[config.mk]
export PLATFORM = sky130hd
export DESIGN_NAME = cmd_addr_decoder
export DESIGN_NICKNAME = d
export VERILOG_FILES = /design/src/rtl/cad_pkg.sv /design/src/rtl/cad_parity_chk.sv /design/src/rtl/cad_field_decode.sv /design/src/rtl/cad_word_ctr.sv /design/src/rtl/cad_addr_mux.sv /design/src/rtl/cmd_addr_decoder.sv
export SDC_FILE = /design/constraint.sdc
export NUM_CORES = 1
export LEC_CHECK = 0
export ABC_AREA = 1
export CAP_MARGIN = 0
export CORE_MARGIN = 2
export CORE_UTILIZATION = 42
export DETAILED_ROUTE_END_ITERATION = 10
export PLACE_DENSITY = 0.78
export SETUP_SLACK_MARGIN = 0.15
export SYNTH_ARGS = -nofsm -noshare
export SYNTH_HDL_FRONTEND = slang
export SYNTH_SLANG_ARGS = --single-unit
[constraint.sdc]
create_clock -name clk_i -period 3.3 [get_ports clk_i]
set_input_delay 0.66 -clock clk_i [delete_from_list [all_inputs] [get_ports clk_i]]
set_output_delay 0.66 -clock clk_i [all_outputs]
set_load 0.01 [all_outputs]
[src/rtl/cad_pkg.sv]
package cad_pkg;
   typedef enum logic {
      PAR_ODD  = 1'b0,
      PAR_EVEN = 1'b1
   } par_kind_e;

   typedef enum logic {
      SRC_FIELD = 1'b0,
      SRC_COUNT = 1'b1
   } wc_src_e;
endpackage

[src/rtl/cad_parity_chk.sv]
module cad_parity_chk
   import cad_pkg::*;
#(
   parameter int unsigned W    = 5,
   parameter par_kind_e   KIND = PAR_ODD
) (
   input  logic [W-1:0] addr_i,
   input  logic         par_i,
   output logic         ok_o
);
   if (W < 1) begin : g_bad_w
      $error("cad_parity_chk: W must be at least 1");
   end

   logic ones_odd;
   assign ones_odd = ^{par_i, addr_i};

   if (KIND == PAR_ODD) begin : g_odd
      assign ok_o = ones_odd;
   end else begin : g_even
      assign ok_o = ~ones_odd;
   end
endmodule

[src/rtl/cad_field_decode.sv]
module cad_field_decode #(
   parameter int unsigned ADDR_W = 5,
   parameter int unsigned SA_W   = 5,
   parameter int unsigned CNT_W  = 5,
   parameter int unsigned WORD_W = ADDR_W + 1 + SA_W + CNT_W
) (
   input  logic [WORD_W-1:0] word_i,
   input  logic [ADDR_W-1:0] strap_i,
   input  logic              strap_ok_i,
   input  logic              bcast_en_i,
   output logic              own_hit_o,
   output logic              bcast_hit_o,
   output logic              mode_hit_o,
   output logic              tr_o,
   output logic [SA_W-1:0]   sa_o,
   output logic [CNT_W-1:0]  wc_o
);
   localparam int unsigned TR_POS = CNT_W + SA_W;
   localparam int unsigned AD_LSB = TR_POS + 1;

   if (WORD_W != ADDR_W + 1 + SA_W + CNT_W) begin : g_bad_word
      $error("cad_field_decode: WORD_W does not match the field widths");
   end

   logic [ADDR_W-1:0] addr;
   logic [ADDR_W-1:0] diff;

   assign addr = word_i[AD_LSB +: ADDR_W];
   assign tr_o = word_i[TR_POS];
   assign sa_o = word_i[CNT_W +: SA_W];
   assign wc_o = word_i[0 +: CNT_W];

   for (genvar i = 0; i < ADDR_W; i++) begin : g_cmp
      assign diff[i] = addr[i] ^ strap_i[i];
   end

   logic addr_all_ones;
   logic sa_all_ones;
   logic sa_all_zero;

   assign addr_all_ones = &addr;
   assign sa_all_ones   = &sa_o;
   assign sa_all_zero   = ~|sa_o;

   assign bcast_hit_o = bcast_en_i & addr_all_ones;
   assign own_hit_o   = strap_ok_i & ~|diff & ~bcast_hit_o;
   assign mode_hit_o  = sa_all_ones | sa_all_zero;
endmodule

[src/rtl/cad_word_ctr.sv]
module cad_word_ctr #(
   parameter int unsigned CNT_W = 5
) (
   input  logic             clk_i,
   input  logic             rst_ni,
   input  logic             clear_i,
   input  logic             adv_i,
   output logic [CNT_W-1:0] cnt_o
);
   if (CNT_W < 1) begin : g_bad_w
      $error("cad_word_ctr: CNT_W must be at least 1");
   end

   logic [CNT_W-1:0] cnt_q;

   always_ff @(posedge clk_i) begin
      if (!rst_ni) begin
         cnt_q <= '0;
      end else if (clear_i) begin
         cnt_q <= '0;
      end else if (adv_i) begin
         cnt_q <= cnt_q + 1'b1;
      end
   end

   assign cnt_o = cnt_q;
endmodule

[src/rtl/cad_addr_mux.sv]
module cad_addr_mux
   import cad_pkg::*;
#(
   parameter int unsigned W = 5
) (
   input  wc_src_e      sel_i,
   input  logic [W-1:0] field_i,
   input  logic [W-1:0] count_i,
   output logic [W-1:0] addr_o
);
   always_comb begin
      unique case (sel_i)
         SRC_COUNT: addr_o = count_i;
         default:   addr_o = field_i;
      endcase
   end
endmodule

[src/rtl/cmd_addr_decoder.sv]
module cmd_addr_decoder
   import cad_pkg::*;
#(
   parameter int unsigned ADDR_W   = 5,
   parameter int unsigned SA_W     = 5,
   parameter int unsigned CNT_W    = 5,
   parameter par_kind_e   PAR_KIND = PAR_ODD,
   parameter int unsigned WORD_W   = ADDR_W + 1 + SA_W + CNT_W
) (
   input  logic              clk_i,
   input  logic              rst_ni,
   input  logic              cmd_valid_i,
   input  logic [WORD_W-1:0] cmd_word_i,
   input  logic [ADDR_W-1:0] strap_addr_i,
   input  logic              strap_par_i,
   input  logic              bcast_en_i,
   input  logic              word_adv_i,
   input  logic              msg_done_i,
   output logic              respond_o,
   output logic              bcast_o,
   output logic              mode_cmd_o,
   output logic              addr_par_err_no,
   output logic              in_cmd_o,
   output logic              tr_o,
   output logic [SA_W-1:0]   subaddr_o,
   output logic [CNT_W-1:0]  wc_addr_o
);
   if (ADDR_W < 1 || SA_W < 1 || CNT_W < 1) begin : g_bad_w
      $error("cmd_addr_decoder: every field needs at least one bit");
   end
   if (WORD_W != ADDR_W + 1 + SA_W + CNT_W) begin : g_bad_word
      $error("cmd_addr_decoder: WORD_W must equal the sum of the fields");
   end

   logic strap_ok;

   cad_parity_chk #(
      .W    (ADDR_W),
      .KIND (PAR_KIND)
   ) u_par (
      .addr_i (strap_addr_i),
      .par_i  (strap_par_i),
      .ok_o   (strap_ok)
   );

   assign addr_par_err_no = strap_ok;

   logic             own_hit;
   logic             bcast_hit;
   logic             mode_hit;
   logic             f_tr;
   logic [SA_W-1:0]  f_sa;
   logic [CNT_W-1:0] f_wc;

   cad_field_decode #(
      .ADDR_W (ADDR_W),
      .SA_W   (SA_W),
      .CNT_W  (CNT_W),
      .WORD_W (WORD_W)
   ) u_dec (
      .word_i      (cmd_word_i),
      .strap_i     (strap_addr_i),
      .strap_ok_i  (strap_ok),
      .bcast_en_i  (bcast_en_i),
      .own_hit_o   (own_hit),
      .bcast_hit_o (bcast_hit),
      .mode_hit_o  (mode_hit),
      .tr_o        (f_tr),
      .sa_o        (f_sa),
      .wc_o        (f_wc)
   );

   logic accept;
   assign accept = cmd_valid_i & (own_hit | bcast_hit);

   logic             resp_q;
   logic             bcast_q;
   logic             mode_q;
   logic             in_cmd_q;
   logic             tr_q;
   logic [SA_W-1:0]  sa_q;
   logic [CNT_W-1:0] wc_q;

   always_ff @(posedge clk_i) begin
      if (!rst_ni) begin
         resp_q   <= 1'b0;
         bcast_q  <= 1'b0;
         mode_q   <= 1'b0;
         in_cmd_q <= 1'b0;
         tr_q     <= 1'b0;
         sa_q     <= '0;
         wc_q     <= '0;
      end else begin
         resp_q <= accept;
         if (accept) begin
            bcast_q  <= bcast_hit;
            mode_q   <= mode_hit;
            in_cmd_q <= 1'b1;
            tr_q     <= f_tr;
            sa_q     <= f_sa;
            wc_q     <= f_wc;
         end else if (msg_done_i) begin
            in_cmd_q <= 1'b0;
         end
      end
   end

   logic [CNT_W-1:0] cnt;

   cad_word_ctr #(
      .CNT_W (CNT_W)
   ) u_ctr (
      .clk_i   (clk_i),
      .rst_ni  (rst_ni),
      .clear_i (accept),
      .adv_i   (word_adv_i & in_cmd_q),
      .cnt_o   (cnt)
   );

   wc_src_e wc_sel;
   assign wc_sel = (!in_cmd_q || mode_q) ? SRC_FIELD : SRC_COUNT;

   cad_addr_mux #(
      .W (CNT_W)
   ) u_mux (
      .sel_i   (wc_sel),
      .field_i (wc_q),
      .count_i (cnt),
      .addr_o  (wc_addr_o)
   );

   assign respond_o  = resp_q;
   assign bcast_o    = bcast_q;
   assign mode_cmd_o = mode_q;
   assign in_cmd_o   = in_cmd_q;
   assign tr_o       = tr_q;
   assign subaddr_o  = sa_q;
endmodule

### Yosys cells after proc, flatten, opt, wreduce, memory -nomap -nowiden

Index checks and enable logic that the tools add are counted.

| word-level totals | value |
|---|---|
| word-level logic and storage cells | 37 |
| output and inout port bits | 16 |
| bits in registers | 20 |
| input port bits | 28 |

| cells by class | value |
|---|---|
| reduce and logical (&&, ||, !) cells | 11 |
| bitwise gates (word level) | 14 |
| muxes and demuxes | 3 |
| add/sub/neg operators | 1 |

Operator list:

| cell | count |
|---|---|
| AND reduction 5 bit | 2 |
| OR reduction 5 bit | 2 |
| XOR reduction 6 bit | 1 |
| adder 5 x 1 -> 5 bit, second input constant | 1 |
| bitwise AND 1 bit | 5 |
| two-way mux 5 bit | 1 |
| XOR 1 bit | 5 |
| zero test 1 bit | 3 |
| two-way mux 1 bit | 2 |
| inverter 1 bit | 2 |
| OR 1 bit | 2 |
| nonzero test 2 bit | 1 |
| OR reduction 2 bit | 1 |
| logical OR 1 bit | 1 |

### Depth between registers and ports, before layout

| depth | value |
|---|---|
| word-level depth | 8 |
| gate-level depth with buffers | 12 |
| mapped depth without buffers | 11 |

### Cells and area by module

A second synthesis with hierarchy kept.

| unflattened totals | value |
|---|---|
| cell total of the unflattened synthesis | 218 |
| area, all modules | 1255.0 µm² |

Modules (own cells, without submodules):

| module | instances | seq. area each (µm²) | area an instance (µm²) | cells an instance |
|---|---|---|---|---|
| cmd_addr_decoder | 1 | 300.3 | 626.9 | 92 |
| cad_field_decode | 1 | 0.0 | 247.7 | 54 |
| cad_word_ctr | 1 | 100.1 | 214.0 | 31 |
| cad_parity_chk | 1 | 0.0 | 106.4 | 25 |
| cad_addr_mux | 1 | 0.0 | 60.1 | 16 |

### Least setup slack after synthesis

No wires, ideal clock.

| timing path | value |
|---|---|
| path kind | input to output |
| start | input strap_addr_i[1] |
| end | output addr_par_err_no |
| required time | 2.640 ns |
| stages on the path | 6 |
| arrival | 1.028 ns |
| setup slack | 1.612 ns |
| buffers on the path | 0 |
| cells stage by stage | inv_1 > nand2_1 > nand2_1 > nand2_1 > nand3_1 > nand2_2 |

| between the ends | value |
|---|---|
| longest elaborated chain between the ends | 1 |

RTL lines:

| item | line | text |
|---|---|---|
| start, declared | cmd_addr_decoder.sv:14 | `input logic [ADDR_W-1:0] strap_addr_i,` |
| XOR reduction 6 bit | cad_parity_chk.sv:16 | `assign ones_odd = ^{par_i, addr_i};` |
| end, declared | cmd_addr_decoder.sv:22 | `output logic addr_par_err_no,` |

No other way between the ends.

### Worst setup path after layout

Same ends and word-level chain as after synthesis.

==> reports/metrics.yaml <==
timing:
  min_period_over_period_pct: 87.8
  timing.fmax_ghz: 0.345
  relSlewSlack_pct: 64.8
  tns_ns: 0
  period_needed_ns: 2.90
  skew_ns: 0.00521
  tightest_slew_ns: 0.527
  maxSlewViolCount: 0
  hold_violations: 0
  setup_violations: 0
  worst_slack_ns: 0.403
  rsz0062_at_grt: "no"
  worst_hold_slack_ns: 0.471
synthesis:
  ys_seq_area_share_pct: 37.2
  syn_area_mm2: 0.00108
  synth-seq-cells: 20
  yosysMostFrequentCell: "nand2_1"
  synth_top_area_share_pct: 37.2
  synth-main-ff-cell: "dfxtp_1"
  yosysWarnings: 0
  synth_nets: 176
  synthTopCellsByCount: "nand2_1, dfxtp_1, nand3_1"
  synth_area_per_cell_um2: 7.33
  yosys.cell_types.count: 19
  syn_inst: 147
  synth_top_area_cell: "dfxtp_1"
  ys_async_sr_fraction_pct: 0
  synthTopCellsByArea: "dfxtp_1, nand2_1, nand3_1, nand4_1, xnor2_1"
  synth_edf_count: 0
critical_path:
  start_kind: "primary input"
  crit_slowest_cell: "clkdlybuf4s50_1"
  end_kind: "output port"
  worst-path-buf-inv: 3
  critPathKind: "in2out"
  r2r_slack_ns: 2.25
  cp_slowest_stage_delay_ns: 0.53
  crit_chain: "clkdlybuf4s50_1, inv_1, nand2_1, nand2_1, nand2_1, nand3_1, nand2_2, clkdlybuf4s50_1"
  arrival_ns: 2.24
  crit_family: "buffers and inverters"
  cp_data_required_time_ns: 2.64
  crit_top_cell: "nand2_1"
  cp_max_fo: 4
drt:
  ant_nets: 0
  firstDrtPassIters: 4
  wl_per_cell_um: 11.6
  drt_wl_total_um: 2550
  drt_iter0_markers: 20
  avgViaCountPerCell: 5.05
  vias: 1105
  drc: 0
finish:
  nets: 219
  insertedDiodeCount: 0
  fin_util_pct: 63.4
  area_growth_pct: 44.4
  drive_gt1_share_pct: 7.41
  final_area_mm2: 0.00156
cts:
  cts_hold_buf: 0
  post_cts_buffers: 0
  cts.path.max_buffers: 2
  clock-root-buffer: "clkbuf_4"
  cts_resized: 0
  clock_latency_ns: 0.30
  h-tree-depth: 1
  cts_tree: "done"
  cts_sinks: 20
  cts-buffers-inserted: 3
  clk_pin_slew_ns: 0.11
global_routing:
  grt_antenna_before_repair: 0
  grt_start_max_net_pins: 17
  grt_use_total_pct: 18.5
  grt_pass1_vias: 996
  overflow: 0
  grt_pass1_wl_um: 3970
placement:
  preCtsSetupSlack_ns: 0.436
  gp_congestion: 0.755
  dpl_cell_area_mm2: 0.00152
  hpwl_um: 2020
  port_buffers: 43
die:
  die-area_mm2: 0.00299
  initial_core_util_pct: 43.9
  die_w_um: 54.6
  die_h_um: 54.6
  io_pins: 44
  num_rows: 18
  core_region_area_mm2: 0.00245
hold_path:
  hold_path.class: "reg2reg"
flow_run:
  cap_violations: 0
run_status:
  status: "finished clean"
power:
  ir_drop_mv: 0.220
  p_leak_nw: 0.685
  powerDensity_mw_per_mm2: 305
-- per-stage QoR --
| step | std cells | total power [mW] |
|---|---|---|
| 3_3_place_gp | 215 | 0.336 |
| 6_report | 219 | 0.474 |
| 4_1_cts | 219 | 0.479 |
| 3_5_place_dp | 215 | 0.340 |
| 5_1_grt | 219 | 0.501 |
| 2_1_floorplan | 147 | 0.288 |
-- cell type report --
| type | instances | area [um2] |
|---|---|---|
| fill | 220 | 900 |
| multi-input combinational | 110 | 602 |
| clock buffer | 4 | 36.3 |
| inverter | 11 | 41.3 |
| tap | 30 | 37.5 |
| sequential | 20 | 400 |
| timing repair buffer | 44 | 438 |
-- worst register-to-register path: cells and delay by family (launching register included) --
| kind | cells | cell delay [ns] |
|---|---|---|
| buf+inv | 1 | 0.11 |
| simple gates | 3 | 0.34 |
| flops | 1 | 0.39 |
| xor+xnor | 1 | 0.16 |
-- flip-flops by register name (all words and copies together) (netlist names) --
name	count
bcast_o	1
mode_cmd_o	1
u_ctr.cnt_o	5
tr_o	1
subaddr_o	5
respond_o	1
in_cmd_o	1
wc_q	5
-- path summary, 6_finish.rpt --
| check | from | endpoint | depth (start not counted) |
|---|---|---|---|
| setup / recovery | strap_addr_i[1] | addr_par_err_no | 8 |
| hold / removal | subaddr_o[3] | subaddr_o[3] | 2 |
| setup reg to reg | in_cmd_o | u_ctr.cnt_o[4] | 5 |
| hold reg to reg | subaddr_o[3] | subaddr_o[3] | 2 |
-- logic make-up after synthesis --
logic type      Yosys count  synth area share (%)
simple gates             91                  39.1
xor+xnor                 11                  8.94
buf+inv                  17                  6.97
fa+ha+maj                 1                  1.16
mux                       4                  4.18
flops                    20                  37.2
compound gates            3                  2.44
-- per-layer routing --
metal / vias up / share of wire, % / global-route usage (%)
li1: 573 / - / -
met1: 486 / 42 / 19.4
met2: 42 / 51 / 34.3
met3: 4 / 4.9 / 3.83
met4: 0 / 1.6 / 8.75
met5: - / 0 / 0
-- where the power goes --
part,internal (mW),switching [mW]
clock network,0.0673,0.0727
logic,0.0493,0.0408
registers,0.243,0.00113
total,0.360,0.115
-- cell usage in the layout (no fill, tap or decap), types with 4 or more instances in the layout --
| master | instances |
|---|---|
| nand2_1 | 43 |
| clkdlybuf4s50_1 | 43 |
| dfxtp_1 | 20 |
| nand3_1 | 19 |
| nand4_1 | 14 |
| inv_1 | 11 |
| nor2_1 | 10 |
| xnor2_1 | 6 |
| xor2_1 | 5 |
| mux2_2 | 4 |
Power figures use the tool's default switching activity.
